===== config.mk =====
export PLATFORM = sky130hd
export DESIGN_NAME = soft_mute_gain
export DESIGN_NICKNAME = d
export VERILOG_FILES = /design/src/rtl/smute_pkg.sv /design/src/rtl/smute_gain_rom.sv /design/src/rtl/smute_ramp.sv /design/src/rtl/smute_zero_watch.sv /design/src/rtl/smute_scaler.sv /design/src/rtl/soft_mute_gain.sv
export SDC_FILE = /design/constraint.sdc
export NUM_CORES = 2
export LEC_CHECK = 0
export CORE_MARGIN = 3
export CORE_UTILIZATION = 65
export DETAILED_ROUTE_END_ITERATION = 7
export GPL_TIMING_DRIVEN = 0
export PLACE_DENSITY = 0.81
export SLEW_MARGIN = 25
export SYNTH_ARGS = -nofsm -noshare
export SYNTH_HDL_FRONTEND = slang
export SYNTH_SLANG_ARGS = --single-unit

===== constraint.sdc =====
create_clock -name clk -period 11.9 [get_ports clk]
set_clock_uncertainty 0.05 [all_clocks]
set_input_delay 2.38 -clock clk [delete_from_list [all_inputs] [get_ports clk]]
set_output_delay 2.38 -clock clk [all_outputs]
set_load 0.005 [all_outputs]

===== src/rtl/smute_pkg.sv =====
// Shared constants and the coefficient generator for the soft mute block.
// Assumes coefficients are unsigned with COEF_FRAC fractional bits, so that
// unity gain (1 << COEF_FRAC) fits in COEF_W bits.
package smute_pkg;
    localparam int COEF_W    = 16;
    localparam int COEF_FRAC = 15;

    // Linear gain for an attenuation of k dB, rounded; silent at or past steps.
    function automatic logic [COEF_W-1:0] db_coef(input int k, input int steps);
        real g;
        if (k >= steps) return '0;
        g = real'(1 << COEF_FRAC) * (10.0 ** (-real'(k) / 20.0));
        return COEF_W'($rtoi(g + 0.5));
    endfunction
endpackage


===== src/rtl/smute_gain_rom.sv =====
// Attenuation-index to linear-coefficient lookup, filled at elaboration.
// Assumes idx never exceeds STEPS; any larger index reads as silence.
module smute_gain_rom #(
    parameter int STEPS = 104,
    parameter int IDX_W = 7
) (
    input  logic [IDX_W-1:0]               idx,
    output logic [smute_pkg::COEF_W-1:0]   coef
);
    localparam logic [IDX_W-1:0] IDX_MAX = IDX_W'(STEPS);

    logic [smute_pkg::COEF_W-1:0] table_q [0:STEPS];

    for (genvar g = 0; g <= STEPS; g++) begin : g_entry
        assign table_q[g] = smute_pkg::db_coef(g, STEPS);
    end

    // Select the coefficient for the current index, silence when out of range.
    always_comb begin
        coef = '0;
        if (idx <= IDX_MAX) coef = table_q[idx];
    end
endmodule


===== src/rtl/smute_ramp.sv =====
// Attenuation index stepper: one dB per accepted sample toward the requested
// end, plus the analog-mute request of the fade path.
// Assumes step_en is a single-cycle strobe per stereo frame.
module smute_ramp #(
    parameter int STEPS = 104,
    parameter int IDX_W = 7
) (
    input  logic             clk,
    input  logic             rst_n,
    input  logic             step_en,
    input  logic             want_mute,
    output logic [IDX_W-1:0] idx,
    output logic             ramp_mute
);
    localparam logic [IDX_W-1:0] IDX_MAX = IDX_W'(STEPS);
    localparam logic [IDX_W-1:0] IDX_ONE = IDX_W'(1);

    logic [IDX_W-1:0] idx_nxt;

    // Next index: one step toward silence or toward full gain on each sample.
    always_comb begin
        idx_nxt = idx;
        if (step_en) begin
            if (want_mute) begin
                if (idx != IDX_MAX) idx_nxt = idx + IDX_ONE;
            end else if (idx != '0) begin
                idx_nxt = idx - IDX_ONE;
            end
        end
    end

    // Index and fade-path mute flag registers; reset starts silent.
    always_ff @(posedge clk) begin
        if (!rst_n) begin
            idx       <= IDX_MAX;
            ramp_mute <= 1'b1;
        end else begin
            idx       <= idx_nxt;
            ramp_mute <= want_mute && (idx_nxt == IDX_MAX);
        end
    end


    idx_range_chk: assert property (@(posedge clk) disable iff (!rst_n)
        idx <= IDX_MAX);

    down_step_chk: assert property (@(posedge clk) disable iff (!rst_n)
        step_en && want_mute && (idx != IDX_MAX) |=> idx == $past(idx) + IDX_ONE);

    up_step_chk: assert property (@(posedge clk) disable iff (!rst_n)
        step_en && !want_mute && (idx != '0) |=> idx == $past(idx) - IDX_ONE);

    idle_hold_chk: assert property (@(posedge clk) disable iff (!rst_n)
        !step_en |=> $stable(idx));

    ramp_flag_chk: assert property (@(posedge clk) disable iff (!rst_n)
        ramp_mute |-> idx == IDX_MAX);

    ramp_release_chk: assert property (@(posedge clk) disable iff (!rst_n)
        !want_mute |=> !ramp_mute);
endmodule


===== src/rtl/smute_zero_watch.sv =====
// Counts consecutive all-zero frames and flags a long silent run.
// Assumes frame_en marks each frame once; the count saturates at RUN_LEN.
module smute_zero_watch #(
    parameter int RUN_LEN = 1024,
    parameter int CNT_W   = 11
) (
    input  logic clk,
    input  logic rst_n,
    input  logic frame_en,
    input  logic frame_zero,
    output logic zero_mute
);
    localparam logic [CNT_W-1:0] CNT_MAX = CNT_W'(RUN_LEN);
    localparam logic [CNT_W-1:0] CNT_ONE = CNT_W'(1);

    logic [CNT_W-1:0] run_q;

    // Zero-run counter: cleared by any non-zero frame, saturating at the limit.
    always_ff @(posedge clk) begin
        if (!rst_n) begin
            run_q <= '0;
        end else if (frame_en) begin
            if (!frame_zero)          run_q <= '0;
            else if (run_q != CNT_MAX) run_q <= run_q + CNT_ONE;
        end
    end

    assign zero_mute = (run_q == CNT_MAX);


    zero_release_chk: assert property (@(posedge clk) disable iff (!rst_n)
        frame_en && !frame_zero |=> !zero_mute);

    zero_sticky_chk: assert property (@(posedge clk) disable iff (!rst_n)
        frame_en && frame_zero && zero_mute |=> zero_mute);

    zero_rise_chk: assert property (@(posedge clk) disable iff (!rst_n)
        $rose(zero_mute) |-> $past(frame_en && frame_zero));
endmodule


===== src/rtl/smute_scaler.sv =====
// One channel of gain multiplication with a registered output.
// Assumes coef is at most unity, so the scaled result fits SAMPLE_W bits.
module smute_scaler #(
    parameter int SAMPLE_W = 24
) (
    input  logic                               clk,
    input  logic                               rst_n,
    input  logic                               en,
    input  logic signed [SAMPLE_W-1:0]         sample,
    input  logic [smute_pkg::COEF_W-1:0]       coef,
    output logic signed [SAMPLE_W-1:0]         out_q
);
    localparam int PROD_W = SAMPLE_W + smute_pkg::COEF_W + 1;
    localparam logic [smute_pkg::COEF_W-1:0] UNITY =
        smute_pkg::COEF_W'(1 << smute_pkg::COEF_FRAC);

    logic signed [PROD_W-1:0] s_ext;
    logic signed [PROD_W-1:0] c_ext;
    logic signed [PROD_W-1:0] prod;

    // Signed product of sample and non-negative coefficient.
    always_comb begin
        s_ext = PROD_W'(sample);
        c_ext = PROD_W'($signed({1'b0, coef}));
        prod  = s_ext * c_ext;
    end

    // Register the rescaled product on each accepted sample, hold otherwise.
    always_ff @(posedge clk) begin
        if (!rst_n)  out_q <= '0;
        else if (en) out_q <= SAMPLE_W'(prod >>> smute_pkg::COEF_FRAC);
    end


    silent_out_chk: assert property (@(posedge clk) disable iff (!rst_n)
        en && (coef == '0) |=> out_q == '0);

    unity_out_chk: assert property (@(posedge clk) disable iff (!rst_n)
        en && (coef == UNITY) |=> out_q == $past(sample));

    out_hold_chk: assert property (@(posedge clk) disable iff (!rst_n)
        !en |=> $stable(out_q));
endmodule


===== src/rtl/soft_mute_gain.sv =====
// Stereo soft mute with one-dB fade steps, held-sample fade on faults,
// zero-run detection and a combined analog-mute request.
// Assumes all inputs are synchronous to clk and in_valid is a one-cycle strobe.
module soft_mute_gain #(
    parameter int SAMPLE_W = 24,
    parameter int STEPS    = 104,
    parameter int ZERO_RUN = 1024
) (
    input  logic                        clk,
    input  logic                        rst_n,
    input  logic                        in_valid,
    input  logic signed [SAMPLE_W-1:0]  in_left,
    input  logic signed [SAMPLE_W-1:0]  in_right,
    input  logic                        mute_n,
    input  logic                        fault_req,
    input  logic                        uv_hard,
    output logic                        out_valid,
    output logic signed [SAMPLE_W-1:0]  out_left,
    output logic signed [SAMPLE_W-1:0]  out_right,
    output logic                        amute_o
);
    localparam int IDX_W = $clog2(STEPS + 1);
    localparam int CNT_W = $clog2(ZERO_RUN + 1);
    localparam int NCH   = 2;

    logic                              want_mute;
    logic [IDX_W-1:0]                  idx;
    logic                              ramp_mute;
    logic                              zero_mute;
    logic                              uv_q;
    logic                              valid_q;
    logic                              frame_zero;
    logic [smute_pkg::COEF_W-1:0]      coef;
    logic signed [SAMPLE_W-1:0]        hold_s [NCH];
    logic signed [SAMPLE_W-1:0]        live_s [NCH];
    logic signed [SAMPLE_W-1:0]        sel_s  [NCH];
    logic signed [SAMPLE_W-1:0]        scaled [NCH];

    assign want_mute = !mute_n || fault_req || uv_hard;
    assign live_s[0] = in_left;
    assign live_s[1] = in_right;

    for (genvar c = 0; c < NCH; c++) begin : g_chan
        // Keep the last pair accepted while no fault is signalled.
        always_ff @(posedge clk) begin
            if (!rst_n)                     hold_s[c] <= '0;
            else if (in_valid && !fault_req) hold_s[c] <= live_s[c];
        end

        assign sel_s[c] = fault_req ? hold_s[c] : live_s[c];

        smute_scaler #(.SAMPLE_W(SAMPLE_W)) u_scale (
            .clk    (clk),
            .rst_n  (rst_n),
            .en     (in_valid),
            .sample (sel_s[c]),
            .coef   (coef),
            .out_q  (scaled[c])
        );


        hold_keep_chk: assert property (@(posedge clk) disable iff (!rst_n)
            fault_req |=> $stable(hold_s[c]));
    end

    assign frame_zero = (sel_s[0] == '0) && (sel_s[1] == '0);

    smute_gain_rom #(.STEPS(STEPS), .IDX_W(IDX_W)) u_rom (
        .idx  (idx),
        .coef (coef)
    );

    smute_ramp #(.STEPS(STEPS), .IDX_W(IDX_W)) u_ramp (
        .clk       (clk),
        .rst_n     (rst_n),
        .step_en   (in_valid),
        .want_mute (want_mute),
        .idx       (idx),
        .ramp_mute (ramp_mute)
    );

    smute_zero_watch #(.RUN_LEN(ZERO_RUN), .CNT_W(CNT_W)) u_zero (
        .clk        (clk),
        .rst_n      (rst_n),
        .frame_en   (in_valid),
        .frame_zero (frame_zero),
        .zero_mute  (zero_mute)
    );

    // Output strobe and registered hard-undervoltage request.
    always_ff @(posedge clk) begin
        if (!rst_n) begin
            valid_q <= 1'b0;
            uv_q    <= 1'b0;
        end else begin
            valid_q <= in_valid;
            uv_q    <= uv_hard;
        end
    end

    assign out_valid = valid_q;
    assign out_left  = scaled[0];
    assign out_right = scaled[1];
    assign amute_o   = zero_mute || ramp_mute || uv_q;


    uv_mute_chk: assert property (@(posedge clk) disable iff (!rst_n)
        uv_hard |=> amute_o);

    valid_lat_chk: assert property (@(posedge clk) disable iff (!rst_n)
        in_valid |=> out_valid);

    valid_idle_chk: assert property (@(posedge clk) disable iff (!rst_n)
        !in_valid |=> !out_valid);
endmodule


==> metrics.cfg <==
[clock_network]
cts_buffers = 17
clkTransAtPathRegs_ns = 0.06
cts_root_buf = clkbuf_16
clock_latency_ns = 0.47
ctsHoldBuffers = 0
cts_htree_levels = 4
clockBufferDepth = 2
clkSinkCount = 117
cts_tree = yes

[synthesis]
postSynthCellCount = 3692
synth-warning-count = 0
syn_nets = 4680
synthFlopType = dfxtp_1
synth_enable_flop_cells = 48
synth_seq_cells = 117
syn_area_mm2 = 0.03240
yosysSeqAreaShare_pct = 8.713
synthArstFlopShare_pct = 0
avgSynthCellArea_um2 = 8.775
ys_types = 78

[power_and_ir_drop]
power.leakage_uw = 0.01772
ir_drop_mv = 0.1116
power_density_mw_per_mm2 = 47.49

[sta]
fin_ws_ns = 0.05764
post-route-period-util_pct = 99.52
drv_slew = 0
slew_headroom_pct = 17.23
worst_pin_slew_ns = 1.242
fmax_ghz = 0.08444
setup_viol = 0
fin_crit_ns = 11.84
hold_viol = 0
setup_tns_ns = 0

[die]
die_height_um = 229.3
die-area_mm2 = 0.05256
io_pins = 104
die_w_um = 229.3
placementRows = 81
initial_utilization_pct = 66.04
core_mm2 = 0.04905

[placement]
io_buffers = 102
place_congestion = 1.051
hpwlAfterDp_um = 82770
place_ws_ns = -0.3706

[global_routing]
grt-ovfl-total = 0
use_met2_pct = 59.70
busiest_layer = met2
antenna_found_initial = 7
grt_max_degree = 23
track_usage_pct = 40.41
grt_pass1_vias = 28860
grtUsageMet1_pct = 48.79
grt_pass1_wl_um = 159000
met3_usage_pct = 14.63

[worst_hold_path]
hp-class = reg -> reg

[layout]
mostFrequentLayoutCell = inv_1
syn2layout_area_growth_pct = 8.057
drive_gt1_share_pct = 3.550
layout_common_cells = inv_1, fa_1, nand2_1, nor2_1, ha_1
finish.net_count = 4806

[job]
cap_violations = 0

[route]
drt_iter0_drc = 3284
viasPerCell = 6.098
drt_wl_total_um = 103100
drt_drc_violations_left = 2
vias = 27440
routedWlPerCell_um = 22.90
drtAntennaViolNets = 0
dr.pass1.iters = 8

[critical_path]
startpoint_type = input port
cp.arrival_ns = 12.20
cp-end-kind = register
cp_max_fo = 10
path_class = in -> reg
required_ns = 12.25

[run_status]
violations = DRC
status = complete, but fails checks

[power breakdown]
group / internal [µW] / switching, µW / leakage, µW
Combinational: 202 / 439 / 0.0164
Clock: 328 / 229 / 0.000289
Sequential: 443 / 20.8 / 0.00105
[logic make-up (layout without fill, tap and decap cells)]
family                     after synthesis  after routing  share of synthesized area, %
AOI/OAI and AO/OA                      284            284                         5.685
xor gates and xnor gates                79             79                         2.136
DFF                                    117            117                         8.713
adders and majority gates              934            934                         52.90
buffers and inverters                 1000           1139                         11.68
muxes                                   99             99                         3.248
other                                    0              5                             0
and+or+nand+nor                       1179           1179                         15.64
[area by class of cell]
class                   instances  area (µm²)
diodes                          5       12.51
plain buffers                 169       678.2
clock buffers                  19       432.9
clock inverters                13       156.4
fillers                      3861       14050
inverters                     831        3119
multi-input cells            2575       25860
flip-flops and latches        117        2823
well taps                     664       830.8
repair buffers                107        1094
[routing by layer]
layer | vias up | share of wire [%]
met3 | 572 | 15
met2 | 2053 | 43
met5 | - | 0.067
li1 | 11360 | -
met4 | 4 | 9.3
met1 | 13450 | 33
[path summary, 6_finish.rpt]
path                                                  from                                       end  slack [ns]  depth (start not counted)
hold / removal    g_chan[0].u_scale.out_q[12]$_SDFFE_PN0P_  g_chan[0].u_scale.out_q[12]$_SDFFE_PN0P_        0.41                          2
hold reg to reg   g_chan[0].u_scale.out_q[12]$_SDFFE_PN0P_  g_chan[0].u_scale.out_q[12]$_SDFFE_PN0P_        0.41                          2
setup / recovery                                 fault_req  g_chan[1].u_scale.out_q[17]$_SDFFE_PN0P_        0.06                         26
setup reg to reg                  u_ramp.idx[0]$_SDFF_PN0_  g_chan[1].u_scale.out_q[17]$_SDFFE_PN0P_        0.44                         33
[worst max-delay path, cell delays in order]
cell and delay (ns):
clkdlybuf4s50_1 0.55, clkbuf_2 0.43, buf_2 0.38, buf_1 0.62, buf_2 0.48, mux2i_1 0.91, nor2_1 0.16, fa_1 0.54
inv_1 0.05, fa_1 0.45, fa_1 0.51, inv_1 0.05, fa_1 0.48, fa_1 0.49, inv_1 0.05, fa_1 0.48
inv_1 0.04, ha_1 0.32, o21ai_0 0.10, a21oi_1 0.19, a21boi_0 0.65, o21ai_0 0.38, nand3b_1 0.33, o221ai_1 0.34
or4b_2 0.72, nand3_1 0.09
[registers in the layout, indices dropped and copies added (netlist names)]
signal,count
uv_q,1
g_chan.u_scale.out_q,48
u_ramp.ramp_mute,1
u_ramp.idx,7
out_valid,1
hold_s,48
u_zero.run_q,11
[per-stage QoR]
| step | instances | power [µW] | hold slack, ns | instance area [µm²] | util, % |
|---|---|---|---|---|---|
| after floorplan | 3692 | 842.9 | 0.3942 | 32400 | - |
| after global placement | 4458 | 1066 | 0.3847 | 34250 | 69.82 |
| after detailed placement | 4463 | 1077 | 0.3925 | 34370 | 70.07 |
| after CTS | 4495 | 1627 | 0.4061 | 34960 | 71.28 |
| after global routing | 4495 | 1713 | 0.4210 | 34990 | 71.34 |
| final | 4500 | 1662 | 0.4059 | 35010 | 71.37 |
[cells in the mapped netlist (44+ instances only)]
cell type	n	share of area [%]
ha_1	208	8.0
nor2_1	364	4.2
mux2i_1	59	1.8
fa_1	726	45
xnor2_1	44	1.2
and2_1	77	1.5
a21oi_1	66	1.0
clkbuf_1	123	1.4
edfxtp_1	48	4.4
dfxtp_1	69	4.3
nand2_1	556	6.4
o21ai_0	75	1.2
inv_1	830	9.6
[timing repair]
item,in CTS,in global routing
resized for setup,0,9
buffers inserted,0,0
setup endpoints to repair,0,16
Note: power is estimated with default switching activity, not from simulation.
